File: src/rtl/rxq_pkg.sv
package rxq_pkg;

  typedef enum logic [1:0] {
    RXQ_ANY_A   = 2'b00,
    RXQ_ANY_B   = 2'b01,
    RXQ_THREE_Q = 2'b10,
    RXQ_FULL    = 2'b11
  } rxq_mode_e;

  localparam int unsigned RXQ_TAG_W = 2;

endpackage

File: src/rtl/rxq_store.sv
module rxq_store #(
  parameter int unsigned DEPTH = 4,
  parameter int unsigned EW    = 10,
  localparam int unsigned AW   = (DEPTH > 1) ? $clog2(DEPTH) : 1,
  localparam int unsigned CW   = $clog2(DEPTH + 1)
) (
  input  logic          clk,
  input  logic          rst_n,
  input  logic          push_i,
  input  logic [EW-1:0] wdata_i,
  input  logic          pop_i,
  input  logic          flush_i,
  output logic [EW-1:0] rdata_o,
  output logic [CW-1:0] count_o,
  output logic          full_o,
  output logic          empty_o
);

  logic [EW-1:0] slot_q [DEPTH];
  logic [AW-1:0] wp_q, rp_q;
  logic [CW-1:0] cnt_q;

  assign full_o  = (cnt_q == CW'(DEPTH));
  assign empty_o = (cnt_q == CW'(0));
  assign count_o = cnt_q;
  assign rdata_o = slot_q[rp_q];

  // Per-slot write enable; a flush redirects the write to slot zero.
  for (genvar g = 0; g < DEPTH; g++) begin : g_slot
    logic we;
    assign we = push_i && (flush_i ? (g == 0) : (wp_q == AW'(g)));
    always_ff @(posedge clk or negedge rst_n) begin
      if (!rst_n)  slot_q[g] <= '0;
      else if (we) slot_q[g] <= wdata_i;
    end
  end

  always_ff @(posedge clk or negedge rst_n) begin
    if (!rst_n) begin
      wp_q  <= '0;
      rp_q  <= '0;
      cnt_q <= '0;
    end else if (flush_i) begin
      wp_q  <= AW'(push_i);
      rp_q  <= '0;
      cnt_q <= CW'(push_i);
    end else begin
      if (push_i) wp_q <= (wp_q == AW'(DEPTH - 1)) ? '0 : wp_q + AW'(1);
      if (pop_i)  rp_q <= (rp_q == AW'(DEPTH - 1)) ? '0 : rp_q + AW'(1);
      cnt_q <= cnt_q + CW'(push_i) - CW'(pop_i);
    end
  end

  AST_NO_WRITE_WHEN_FULL: assert property (@(posedge clk) disable iff (!rst_n)
    (full_o && !pop_i && !flush_i) |-> !push_i);
  AST_POP_NONEMPTY: assert property (@(posedge clk) disable iff (!rst_n)
    pop_i |-> !empty_o);
  AST_FLUSH_EMPTIES: assert property (@(posedge clk) disable iff (!rst_n)
    (flush_i && !push_i) |=> empty_o);

endmodule

File: src/rtl/rxq_thresh.sv
module rxq_thresh #(
  parameter int unsigned DEPTH = 4,
  localparam int unsigned CW      = $clog2(DEPTH + 1),
  localparam int unsigned THREE_Q = (DEPTH * 3) / 4
) (
  input  logic          clk,
  input  logic          rst_n,
  input  logic [1:0]    mode_i,
  input  logic          xfer_i,
  input  logic [CW-1:0] fill_i,
  output logic          irq_o
);
  import rxq_pkg::*;

  rxq_mode_e md;
  logic      hit;

  assign md = rxq_mode_e'(mode_i);

  always_comb begin
    unique case (md)
      RXQ_THREE_Q: hit = (fill_i == CW'(THREE_Q));
      RXQ_FULL:    hit = (fill_i == CW'(DEPTH));
      default:     hit = (fill_i != CW'(0));
    endcase
  end

  always_ff @(posedge clk or negedge rst_n) begin
    if (!rst_n) irq_o <= 1'b0;
    else        irq_o <= xfer_i && hit;
  end

  AST_IRQ_ONLY_ON_XFER: assert property (@(posedge clk) disable iff (!rst_n)
    irq_o |-> $past(xfer_i));
  AST_IRQ_ONE_CYCLE_ANY: assert property (@(posedge clk) disable iff (!rst_n)
    (xfer_i && !mode_i[1]) |=> irq_o);

endmodule

File: src/rtl/rxq_ovr.sv
module rxq_ovr (
  input  logic clk,
  input  logic rst_n,
  input  logic set_i,
  input  logic clr_i,
  output logic ovr_o
);

  always_ff @(posedge clk or negedge rst_n) begin
    if (!rst_n)     ovr_o <= 1'b0;
    else if (clr_i) ovr_o <= 1'b0;
    else if (set_i) ovr_o <= 1'b1;
  end

  AST_OVR_STICKY: assert property (@(posedge clk) disable iff (!rst_n)
    (ovr_o && !clr_i) |=> ovr_o);
  AST_OVR_CLEARED: assert property (@(posedge clk) disable iff (!rst_n)
    clr_i |=> !ovr_o);

endmodule

File: src/rtl/rxq_stage.sv
module rxq_stage #(
  parameter int unsigned DATA_W = 8,
  parameter int unsigned DEPTH  = 4,
  localparam int unsigned EW    = DATA_W + rxq_pkg::RXQ_TAG_W,
  localparam int unsigned CW    = $clog2(DEPTH + 1)
) (
  input  logic              clk,
  input  logic              rst_n,
  input  logic [1:0]        mode,
  input  logic              in_valid,
  input  logic [DATA_W-1:0] in_data,
  input  logic              in_perr,
  input  logic              in_ferr,
  output logic              rd_valid,
  input  logic              rd_ready,
  output logic [DATA_W-1:0] rd_data,
  output logic              rd_perr,
  output logic              rd_ferr,
  output logic              irq,
  output logic              ovr,
  input  logic              ovr_clr
);

  logic          pop, push, drop, full, empty;
  logic [CW-1:0] count, fill_after;
  logic [EW-1:0] head;

  assign rd_valid = !empty;
  assign pop      = rd_valid && rd_ready;
  // A byte finds room if a slot is free, a read frees one, or a flush empties all.
  assign push     = in_valid && (!full || pop || ovr_clr);
  assign drop     = in_valid && !push;
  assign fill_after = ovr_clr ? CW'(1) : (count - CW'(pop) + CW'(1));

  rxq_store #(.DEPTH(DEPTH), .EW(EW)) u_store (
    .clk     (clk),
    .rst_n   (rst_n),
    .push_i  (push),
    .wdata_i ({in_ferr, in_perr, in_data}),
    .pop_i   (pop),
    .flush_i (ovr_clr),
    .rdata_o (head),
    .count_o (count),
    .full_o  (full),
    .empty_o (empty)
  );

  rxq_thresh #(.DEPTH(DEPTH)) u_thresh (
    .clk    (clk),
    .rst_n  (rst_n),
    .mode_i (mode),
    .xfer_i (push),
    .fill_i (fill_after),
    .irq_o  (irq)
  );

  rxq_ovr u_ovr (
    .clk   (clk),
    .rst_n (rst_n),
    .set_i (drop),
    .clr_i (ovr_clr),
    .ovr_o (ovr)
  );

  assign rd_data = head[DATA_W-1:0];
  assign rd_perr = head[DATA_W];
  assign rd_ferr = head[DATA_W+1];

  AST_HEAD_STABLE: assert property (@(posedge clk) disable iff (!rst_n)
    (rd_valid && !rd_ready && !ovr_clr && !$isunknown(head)) |=> $stable(head));
  AST_DROP_SETS_OVR: assert property (@(posedge clk) disable iff (!rst_n)
    (in_valid && full && !rd_ready && !ovr_clr) |=> ovr);

endmodule

File: config.mk
export PLATFORM = sky130hd
export DESIGN_NAME = rxq_stage
export DESIGN_NICKNAME = d
export VERILOG_FILES = /design/src/rtl/rxq_pkg.sv /design/src/rtl/rxq_store.sv /design/src/rtl/rxq_thresh.sv /design/src/rtl/rxq_ovr.sv /design/src/rtl/rxq_stage.sv
export SDC_FILE = /design/constraint.sdc
export NUM_CORES = 1
export LEC_CHECK = 0
export BUFFER_PORTS_ARGS = -buffer_cell sky130_fd_sc_hd__buf_2
export CELL_PAD_IN_SITES_DETAIL_PLACEMENT = 1
export CELL_PAD_IN_SITES_GLOBAL_PLACEMENT = 1
export CORE_MARGIN = 1.5
export CORE_UTILIZATION = 42
export CTS_CLUSTER_DIAMETER = 80
export CTS_CLUSTER_SIZE = 24
export DETAILED_ROUTE_END_ITERATION = 8
export PLACE_DENSITY_LB_ADDON = 0.1
export SLEW_MARGIN = 30
export SYNTH_ARGS = -nofsm -noshare
export SYNTH_HDL_FRONTEND = slang
export SYNTH_SLANG_ARGS = --single-unit
File: constraint.sdc
create_clock -name clk -period 3.9 [get_ports clk]
set_input_delay 0.78 -clock clk [delete_from_list [all_inputs] [get_ports clk]]
set_output_delay 0.78 -clock clk [all_outputs]
set_load 0.02 [all_outputs]
# After elaboration in Yosys (flattened, before gate mapping)

Index checks and enable logic that the tools add are counted.

Bits in registers: 49
Logic and storage cells: 63

Add/subtract/negate cells: 6
Magnitude comparators: 1
Equal/unequal tests: 9
Muxes and demuxes: 18
Bitwise logic cells: 1
Reduce and logical (&&, ||, !) cells: 19

Operators by type and width:

| operator              | count |
|---|---|
| $bmux W10 S2          | 1 |
| $mux W10              | 2 |
| $mux W2               | 6 |
| $eq A2 B2 Y1 const B  | 5 |
| $logic_and A1 B1 Y1   | 8 |
| $eq A3 B3 Y1 const B  | 2 |
| $mux W1               | 6 |
| $mux W3               | 2 |
| $reduce_bool A2 Y1    | 3 |
| $sub A3 B1 Y3         | 2 |
| $add A2 B1 Y2 const B | 2 |
| $add A3 B1 Y3         | 1 |
| $add A3 B1 Y3 const B | 1 |
| $eq A3 B2 Y1 const B  | 1 |
| $ge A3 B3 Y1 const B  | 1 |
| $logic_not A1 Y1      | 3 |
| $logic_not A3 Y1      | 1 |
| $not A2 Y3            | 1 |
| $reduce_bool A3 Y1    | 1 |
| $eq A2 B1 Y1 const B  | 1 |
| $logic_not A2 Y1      | 1 |
| $logic_or A1 B1 Y1    | 2 |
| $pmux W1 S2           | 1 |

# Depth between registers and ports, before layout

Gate-level depths: netlist (run 1).

Depth in word-level cells: 10
Mapped depth: 9

# Modules after synthesis

A second synthesis (run 1) with hierarchy kept.

Cells, all modules: 156
Area total of the unflattened synthesis: 2453.6 um^2

By module, submodules not included:

| module     | times used | cells each | area an instance (um^2) | seq. area each (um^2) |
|---|---|---|---|---|
| rxq_store  | 1          | 136        | 2242.2                  | 1176.1 |
| rxq_stage  | 1          | 12         | 98.8                    | 0.0 |
| rxq_thresh | 1          | 6          | 77.6                    | 25.0 |
| rxq_ovr    | 1          | 2          | 35.0                    | 25.0 |

# Worst setup path after synthesis (run 1)

OpenSTA, ideal clock, no wires.

Path type: input-to-reg
Start point: input port rd_ready
End point: register u_store.cnt_q[1] (netlist: u_store.count_o[1])
Library setup time: 0.072 ns
Arrival: 2.348 ns
Required time: 3.828 ns
Setup slack: 1.479 ns
Cell stages on the path: 7
Buffers on the path: 1
Cell sequence: or4b_1 buf_6 o21a_1 ha_1 inv_1 fa_1 nor2_1

Word-level cells in the longest chain between the ends: 7

Ends and longest elaborated chain:

| element                          | line            | text |
|---|---|---|
| start: declaration               | rxq_stage.sv:15 | `input logic rd_ready,` |
| $logic_and A1 B1 Y1 *            | rxq_stage.sv:29 | `assign pop = rd_valid && rd_ready;` |
| $logic_or A1 B1 Y1 (2 in series) | rxq_stage.sv:31 | `assign push = in_valid && (!full \|\| pop \|\| ovr_clr);` |
| $logic_and A1 B1 Y1              | rxq_stage.sv:31 |  |
| $add A3 B1 Y3                    | rxq_store.sv:50 | `cnt_q <= cnt_q + CW'(push_i) - CW'(pop_i);` |
| $sub A3 B1 Y3 *                  | rxq_store.sv:50 |  |
| $mux W3 *                        | rxq_store.sv:43 | `end else if (flush_i) begin` |
| end signal: assignment           | rxq_store.sv:46 | `cnt_q <= CW'(push_i);` |
| end signal: assignment           | rxq_store.sv:50 |  |
| end: declaration                 | rxq_store.sv:21 | `logic [CW-1:0] cnt_q;` |

Every way passes the cells marked *; elsewhere a longest branch is shown, timed or not.
A chain may end at the register's enable or synchronous reset.

# Worst setup path in the final report (run 1)

Start point: register u_store.cnt_q[1] (netlist: u_store.count_o[1])
End point: register u_thresh.irq_o

Word-level cells in the longest chain between the ends: 9
Elaborated cells on any way between the ends: 16

Ends and longest elaborated chain:

| element                                    | line             | text |
|---|---|---|
| $logic_not A3 Y1                           | rxq_store.sv:24  | `assign empty_o = (cnt_q == CW'(0));` |
| $logic_not A1 Y1                           | rxq_stage.sv:28  | `assign rd_valid = !empty;` |
| $logic_and A1 B1 Y1                        | rxq_stage.sv:29  |  |
| $sub A3 B1 Y3                              | rxq_stage.sv:33  | `assign fill_after = ovr_clr ? CW'(1) : (count - CW'(pop) + CW'(1));` |
| $add A3 B1 Y3                              | rxq_stage.sv:33  |  |
| $mux W3                                    | rxq_stage.sv:33  |  |
| $eq A3 B3 Y1, or another cell as far along | rxq_thresh.sv:23 | `RXQ_FULL: hit = (fill_i == CW'(DEPTH));` |
| $pmux W1 S2                                | rxq_thresh.sv:21 | `unique case (md)` |
| $logic_and A1 B1 Y1 *                      | rxq_thresh.sv:30 | `else irq_o <= xfer_i && hit;` |
| end signal: assignment                     | rxq_thresh.sv:30 |  |
| end: declaration                           | rxq_thresh.sv:11 | `output logic irq_o` |

Marks and branches as above.

==> flow_metrics.py, run 1 <==
metrics = {
    "min_path": {
        "hold_class": "in -> async",
    },
    "die": {
        "fp.dieW_microns": 77.88,
        "initial_core_util_pct": 43.03,
        "die_h_microns": 77.88,
        "pin_count": 30,
        "fp-row-count": 27,
        "core-area_sq_um": 5473,
        "dieArea_sq_um": 6065,
    },
    "sta": {
        "relSlewSlack_pct": 50.41,
        "timing.hold.ws_ps": 480.7,
        "fmax_mhz": 366.4,
        "hold_viol_final": 0,
        "worst_pin_slew_ps": 737.5,
        "rsz0062_at_grt": "no",
        "period_share_pct": 69.99,
        "fin_crit_ps": 2730,
        "final-setup-viol-count": 0,
        "maxSlewViolCount": 0,
        "fin_skew_ps": 4.777,
        "finalSetupTns_ps": 0,
        "final.setup.worst_slack_ps": 1170,
    },
    "synthesis": {
        "synth_ff_type": "dfrtp_1",
        "async_flop_share_pct": 100.0,
        "ys_warn_count": 0,
        "synth_cell_types": 33,
        "synth.most_common_cell": "dfrtp_1",
        "synth_top_area_cell": "dfrtp_1",
        "synth_edf_count": 0,
        "ys_ff_latch": 49,
        "synth_top_cells_by_count": "dfrtp_1, mux2_2, mux4_2",
        "syn_area_sq_um": 2355,
        "yosysSeqAreaShare_pct": 52.07,
        "synthCells": 156,
        "syn_avg_cell_area_sq_um": 15.09,
        "syn_nets": 183,
        "netlist.area_leader.share_pct": 52.07,
        "synth_area_leaders": "dfrtp_1, mux2_2, mux4_2, ha_1, nand3_2",
    },
    "finish": {
        "layout-drive-gt1-share_pct": 50.00,
        "nFillCells": 565,
        "insertedDiodeCount": 0,
        "area_growth_pct": 14.77,
        "nNetsFinal": 214,
    },
    "global_routing": {
        "gr-usage-all-layers_pct": 17.58,
        "met1_usage_pct": 20.94,
        "use_met2_pct": 32.43,
        "grt_pass1_vias": 1563,
        "overflow": 0,
        "use_met3_pct": 3.176,
        "grt_pass1_wl_mm": 8.052,
        "top_usage_layer": "met2",
        "grt_max_degree": 50,
        "antenna_found_initial": 0,
    },
    "clock_tree": {
        "postCtsSetupRepairBufs": 0,
        "cts-resized-gates": 0,
        "ctsHtreeMaxLevel": 2,
        "path_clk_slew_ps": 90,
        "cts.sinks": 49,
        "clk_latency_ps": 300,
        "cts_inserted_buffers": 5,
        "hold_buffers": 0,
        "cts_buffer_depth": 2,
        "root_buffer": "clkbuf_8",
        "tritoncts": "yes",
    },
    "critical_path": {
        "worstPathRequired_ps": 4140,
        "path_class": "reg -> reg",
        "r2r_setup_slack_ps": 1170,
        "cpLargestDelayFamily": "compound AO/OA/AOI/OAI gates",
        "r2r-start": "u_store.count_o[1]$_DFF_PN0_",
        "path_max_fanout": 7,
        "reg2reg_to": "u_thresh.irq_o$_DFF_PN0_",
        "ff2ff_path_depth": 6,
        "crit_slowest_cell": "o31ai_1",
        "path_cells": "o31ai_1, ha_1, ha_1, or4b_2, a21boi_0, o21a_1",
        "cp.buffers_inverters": 0,
        "critical_path.endpoint_type": "flop",
        "crit_path_max_incr_delay_ps": 690,
        "crit_top_cell": "ha_1",
        "worstSetupStartpointType": "flop",
        "cp.arrival_ps": 2970,
    },
    "detailed_routing": {
        "firstDrtPassIters": 4,
        "vias_per_cell": 5.442,
        "drt_iter0_drc": 73,
        "wl_per_cell_microns": 18.57,
        "drtAntennaViolNets": 0,
        "wl_mm": 4.828,
        "drcViolationCount": 0,
        "vias": 1415,
    },
    "power": {
        "ir_worst_vdd_mv": 0.1976,
        "power.leakage_nw": 1.224,
        "cellPowerDensity_nw_per_um2": 686.8,
    },
    "run": {
        "drv_cap": 0,
    },
    "place": {
        "place_ws_ps": 1144,
        "hpwlAfterDp_mm": 3.346,
        "gp_congestion": 0.7205,
        "io_buffers": 29,
    },
    "outcome": {
        "status": "completed",
    },
}
[through the flow]
stage               total power, mW  util (%)  std cells  instance area (sq um)
floorplan                     1.262         -        156                   2355
global placement              1.382     46.82        252                   2562
detailed placement            1.449     46.87        252                   2565
CTS                           1.885     49.38        260                   2703
global route                  1.971     49.38        260                   2703
finish                        1.856     49.38        260                   2703
[layout by cell type (no fill, tap or decap)]
cell,n
xnor2_1,1
inv_1,6
ha_1,9
buf_4,1
a21o_1,1
nand3_1,1
o211ai_1,1
clkbuf_8,5
nand2_1,1
mux2i_1,1
o21ai_4,1
nand3_2,3
or3_2,1
a21oi_1,3
xor2_1,2
nor2_1,4
nand3b_1,1
mux2_2,41
o21a_1,3
buf_2,28
a21boi_0,1
nor2b_1,1
fa_1,1
bufinv_16,2
o31ai_1,2
nor4b_1,1
o21bai_1,1
or3_1,1
or4b_1,1
dfrtp_1,49
mux4_2,10
or4b_2,1
nor3_1,1
o32ai_1,1
inv_6,1
[flip-flops by register name, summed over array words and instances, names as in the netlist]
name / count
u_store.slot_q: 40
u_store.count_o: 3
u_store.rp_q: 2
u_store.wp_q: 2
u_ovr.ovr_o: 1
u_thresh.irq_o: 1
[how the worst max path moves through the flow]
stage                                  from                           end  slack [ps]  depth (start not counted)
3_5_place_dp                       rd_ready  u_store.count_o[1]$_DFF_PN0_        1140                          7
6_report       u_store.count_o[1]$_DFF_PN0_      u_thresh.irq_o$_DFF_PN0_        1170                          6
4_1_cts         u_store.rp_q[0]$_DFFE_PN0P_                    rd_data[5]        1140                          2
5_1_grt        u_store.count_o[1]$_DFF_PN0_  u_store.count_o[2]$_DFF_PN0_        1020                          9
3_3_place_gp                       rd_ready  u_store.count_o[1]$_DFF_PN0_        1220                          7
2_1_floorplan                      rd_ready  u_store.count_o[1]$_DFF_PN0_        1480                          7
[area by class of cell]
type	instances	area [sq um]	area share, %
Tap cell	72	90.09	3.333
Sequential cell	49	1226	45.37
Clock inverter	3	68.82	2.546
Timing Repair Buffer	29	147.6	5.463
Clock buffer	5	68.82	2.546
Inverter	6	22.52	0.8333
Multi-Input combinational cell	96	1079	39.91
[power breakdown]
part / internal (mW) / total, mW / switching, mW
logic: 0.330 / 0.600 / 0.270
clock network: 0.258 / 0.428 / 0.170
registers: 0.692 / 0.828 / 0.136
[layer usage]
| layer | wire [microns] | share of wire, % | vias up |
|---|---|---|---|
| li1 | - | - | 640 |
| met1 | 1954 | 40 | 750 |
| met2 | 2729 | 57 | 23 |
| met3 | 124 | 2.6 | 2 |
| met4 | 19 | 0.39 | 0 |
| met5 | 0 | 0 | - |
[cell families after synthesis]
logic type	share of synthesized area [%]
AOI/OAI and AO/OA	4.570
xor gates and xnor gates	1.116
adders and majority gates	5.632
buffers and inverters	2.125
DFF	52.07
muxes	29.60
and+or+nand+nor	4.888
(Power assumes the default switching activity.)
==> run 2: changes to the inputs <==
==> constraint.sdc (replaced) <==
create_clock -name clk -period 2.43 [get_ports clk]
set_input_delay 0.486 -clock clk [delete_from_list [all_inputs] [get_ports clk]]
set_output_delay 0.486 -clock clk [all_outputs]
set_load 0.02 [all_outputs]
==> run 2 against run 1 <==
Compared with the run above: clock power rose by 8.2%; via count rose by 0.57%; cell count rose by 2.3%.
==> flow_metrics.py, run 2 (synthesis gave the netlist of run 1 again) <==
metrics = {
    "finish": {
        "area_growth_pct": 15.20,
        "regMostFlops": "u_store.slot_q",
        "layout_common_cells": "dfrtp_1, mux2_2, buf_2",
        "nFillCells": 572,
        "ff_latch_area_sq_um": 1227,
        "insertedDiodeCount": 0,
        "layout-drive-gt1-share_pct": 52.58,
        "nNetsFinal": 220,
        "multi_input_area_sq_um": 1084,
        "mostFrequentLayoutCell": "dfrtp_1",
        "largest_register_ffs": 40,
        "fin_util_pct": 49.57,
    },
    "power": {
        "power.leakage_nw": 1.231,
        "power_frac_seq_pct": 47.4,
        "combPwrFrac_pct": 35.9,
        "ir_worst_vdd_mv": 0.3578,
        "p_clk_share_pct": 16.7,
        "switching_share_pct": 32.77,
        "switching_power_uw": 909.5,
        "cellPowerDensity_nw_per_um2": 1023,
        "p_int_mw": 1.866,
    },
    "sta": {
        "finalSetupTns_ps": 0,
        "maxSlewViolCount": 0,
        "rsz0062_at_grt": "no",
        "fmax_mhz": 443.3,
        "relSlewSlack_pct": 57.40,
        "hold_viol_final": 0,
        "fin_crit_ps": 2256,
        "final-setup-viol-count": 0,
        "worst_pin_slew_ps": 639.0,
        "fin_skew_ps": 3.430,
        "period_share_pct": 92.83,
    },
    "min_path": {
        "hold_class": "in -> async",
    },
    "die": {
        "pin_count": 30,
        "fp-row-count": 27,
        "fp.dieW_microns": 77.88,
        "initial_core_util_pct": 43.03,
        "dieArea_sq_um": 6065,
        "die_h_microns": 77.88,
        "core-area_sq_um": 5473,
    },
    "critical_path": {
        "worstPathRequired_ps": 2670,
        "critical_path.endpoint_type": "flop",
        "path_class": "reg -> reg",
        "path_max_fanout": 6,
        "worstSetupStartpointType": "flop",
        "cp.arrival_ps": 2500,
    },
    "clock_tree": {
        "tritoncts": "yes",
        "cts-resized-gates": 1,
        "cts.sinks": 49,
        "ctsHtreeMaxLevel": 2,
        "root_buffer": "clkbuf_8",
        "clk_latency_ps": 300,
        "cts_buffer_depth": 2,
        "hold_buffers": 0,
        "path_clk_slew_ps": 90,
        "postCtsSetupRepairBufs": 0,
        "cts_inserted_buffers": 5,
    },
    "detailed_routing": {
        "wl_per_cell_microns": 18.30,
        "drt_iter0_drc": 41,
        "vias_per_cell": 5.350,
        "drcViolationCount": 0,
        "wl_mm": 4.868,
        "firstDrtPassIters": 3,
        "drtAntennaViolNets": 0,
        "vias": 1423,
    },
    "outcome": {
        "status": "completed",
    },
    "global_routing": {
        "grt_pass1_wl_mm": 8.369,
        "overflow": 0,
        "antenna_found_initial": 0,
        "grt_max_degree": 50,
        "gr-usage-all-layers_pct": 18.24,
        "grt_pass1_vias": 1666,
    },
    "place": {
        "hpwlAfterDp_mm": 3.451,
        "io_buffers": 29,
        "gp_congestion": 0.7302,
    },
    "run": {
        "drv_cap": 0,
    },
}
==> run 2: critical path: stages, from the launching register on <==
cell      delay [ps]
dfrtp_1          450
o31ai_2          340
ha_1             220
ha_1             250
or4b_2           630
a21boi_0         200
o21a_1           120
==> run 2: area by class of cell <==
class | count | share of cell area, %
Clock inverter | 3 | 0.6458
Multi-Input combinational cell | 96 | 39.94
Tap cell | 72 | 3.321
Sequential cell | 49 | 45.25
Inverter | 6 | 0.8303
Timing Repair Buffer | 35 | 7.472
Clock buffer | 5 | 2.537
==> run 2: final timing paths <==
| path | end | slack [ps] | start | depth (start not counted) |
|---|---|---|---|---|
| worst min-delay path | u_store.slot_q[36]$_DFFE_PN0P_ | 280 | rst_n | 2 |
| worst min register to register | u_store.slot_q[21]$_DFFE_PN0P_ | 510 | u_store.slot_q[21]$_DFFE_PN0P_ | 1 |
| max in group asynchronous | u_store.rp_q[0]$_DFFE_PN0P_ | 1680 | rst_n | 2 |
| min in group clk | u_store.slot_q[26]$_DFFE_PN0P_ | 460 | in_data[6] | 2 |
| worst max-delay path | u_thresh.irq_o$_DFF_PN0_ | 170 | u_store.count_o[2]$_DFF_PN0_ | 6 |
| worst max register to register | u_thresh.irq_o$_DFF_PN0_ | 170 | u_store.count_o[2]$_DFF_PN0_ | 6 |
==> run 2: power groups by stage <==
stage,sequential (mW),clock (mW),combinational (mW)
2_1_floorplan,1.25,0,0.776
3_3_place_gp,1.29,0,0.953
3_5_place_dp,1.34,0,1.01
4_1_cts,1.32,0.487,1.02
5_1_grt,1.36,0.515,1.09
6_report,1.32,0.463,0.997
==> run 2: per-layer routing <==
| layer | global-route usage (%) | vias up | routed length (microns) |
|---|---|---|---|
| met5 | 0 | - | 0 |
| met4 | 4.364 | 0 | 46 |
| met3 | 4.353 | 7 | 144 |
| met2 | 34.52 | 22 | 2723 |
| met1 | 20.36 | 747 | 1953 |
| li1 | - | 647 | - |
==> run 2: metrics by stage <==
step	std cells	worst slack (ps)	total power [mW]	area, sq um	hold WS, ps
floorplan	156	64.44	2.025	2355	190.4
global placement	258	188.7	2.244	2620	480.9
detailed placement	258	77.74	2.350	2620	492.1
CTS	266	51.49	2.824	2708	300.2
global route	266	4.627	2.969	2713	325.1
finish	266	174.3	2.776	2713	282.7
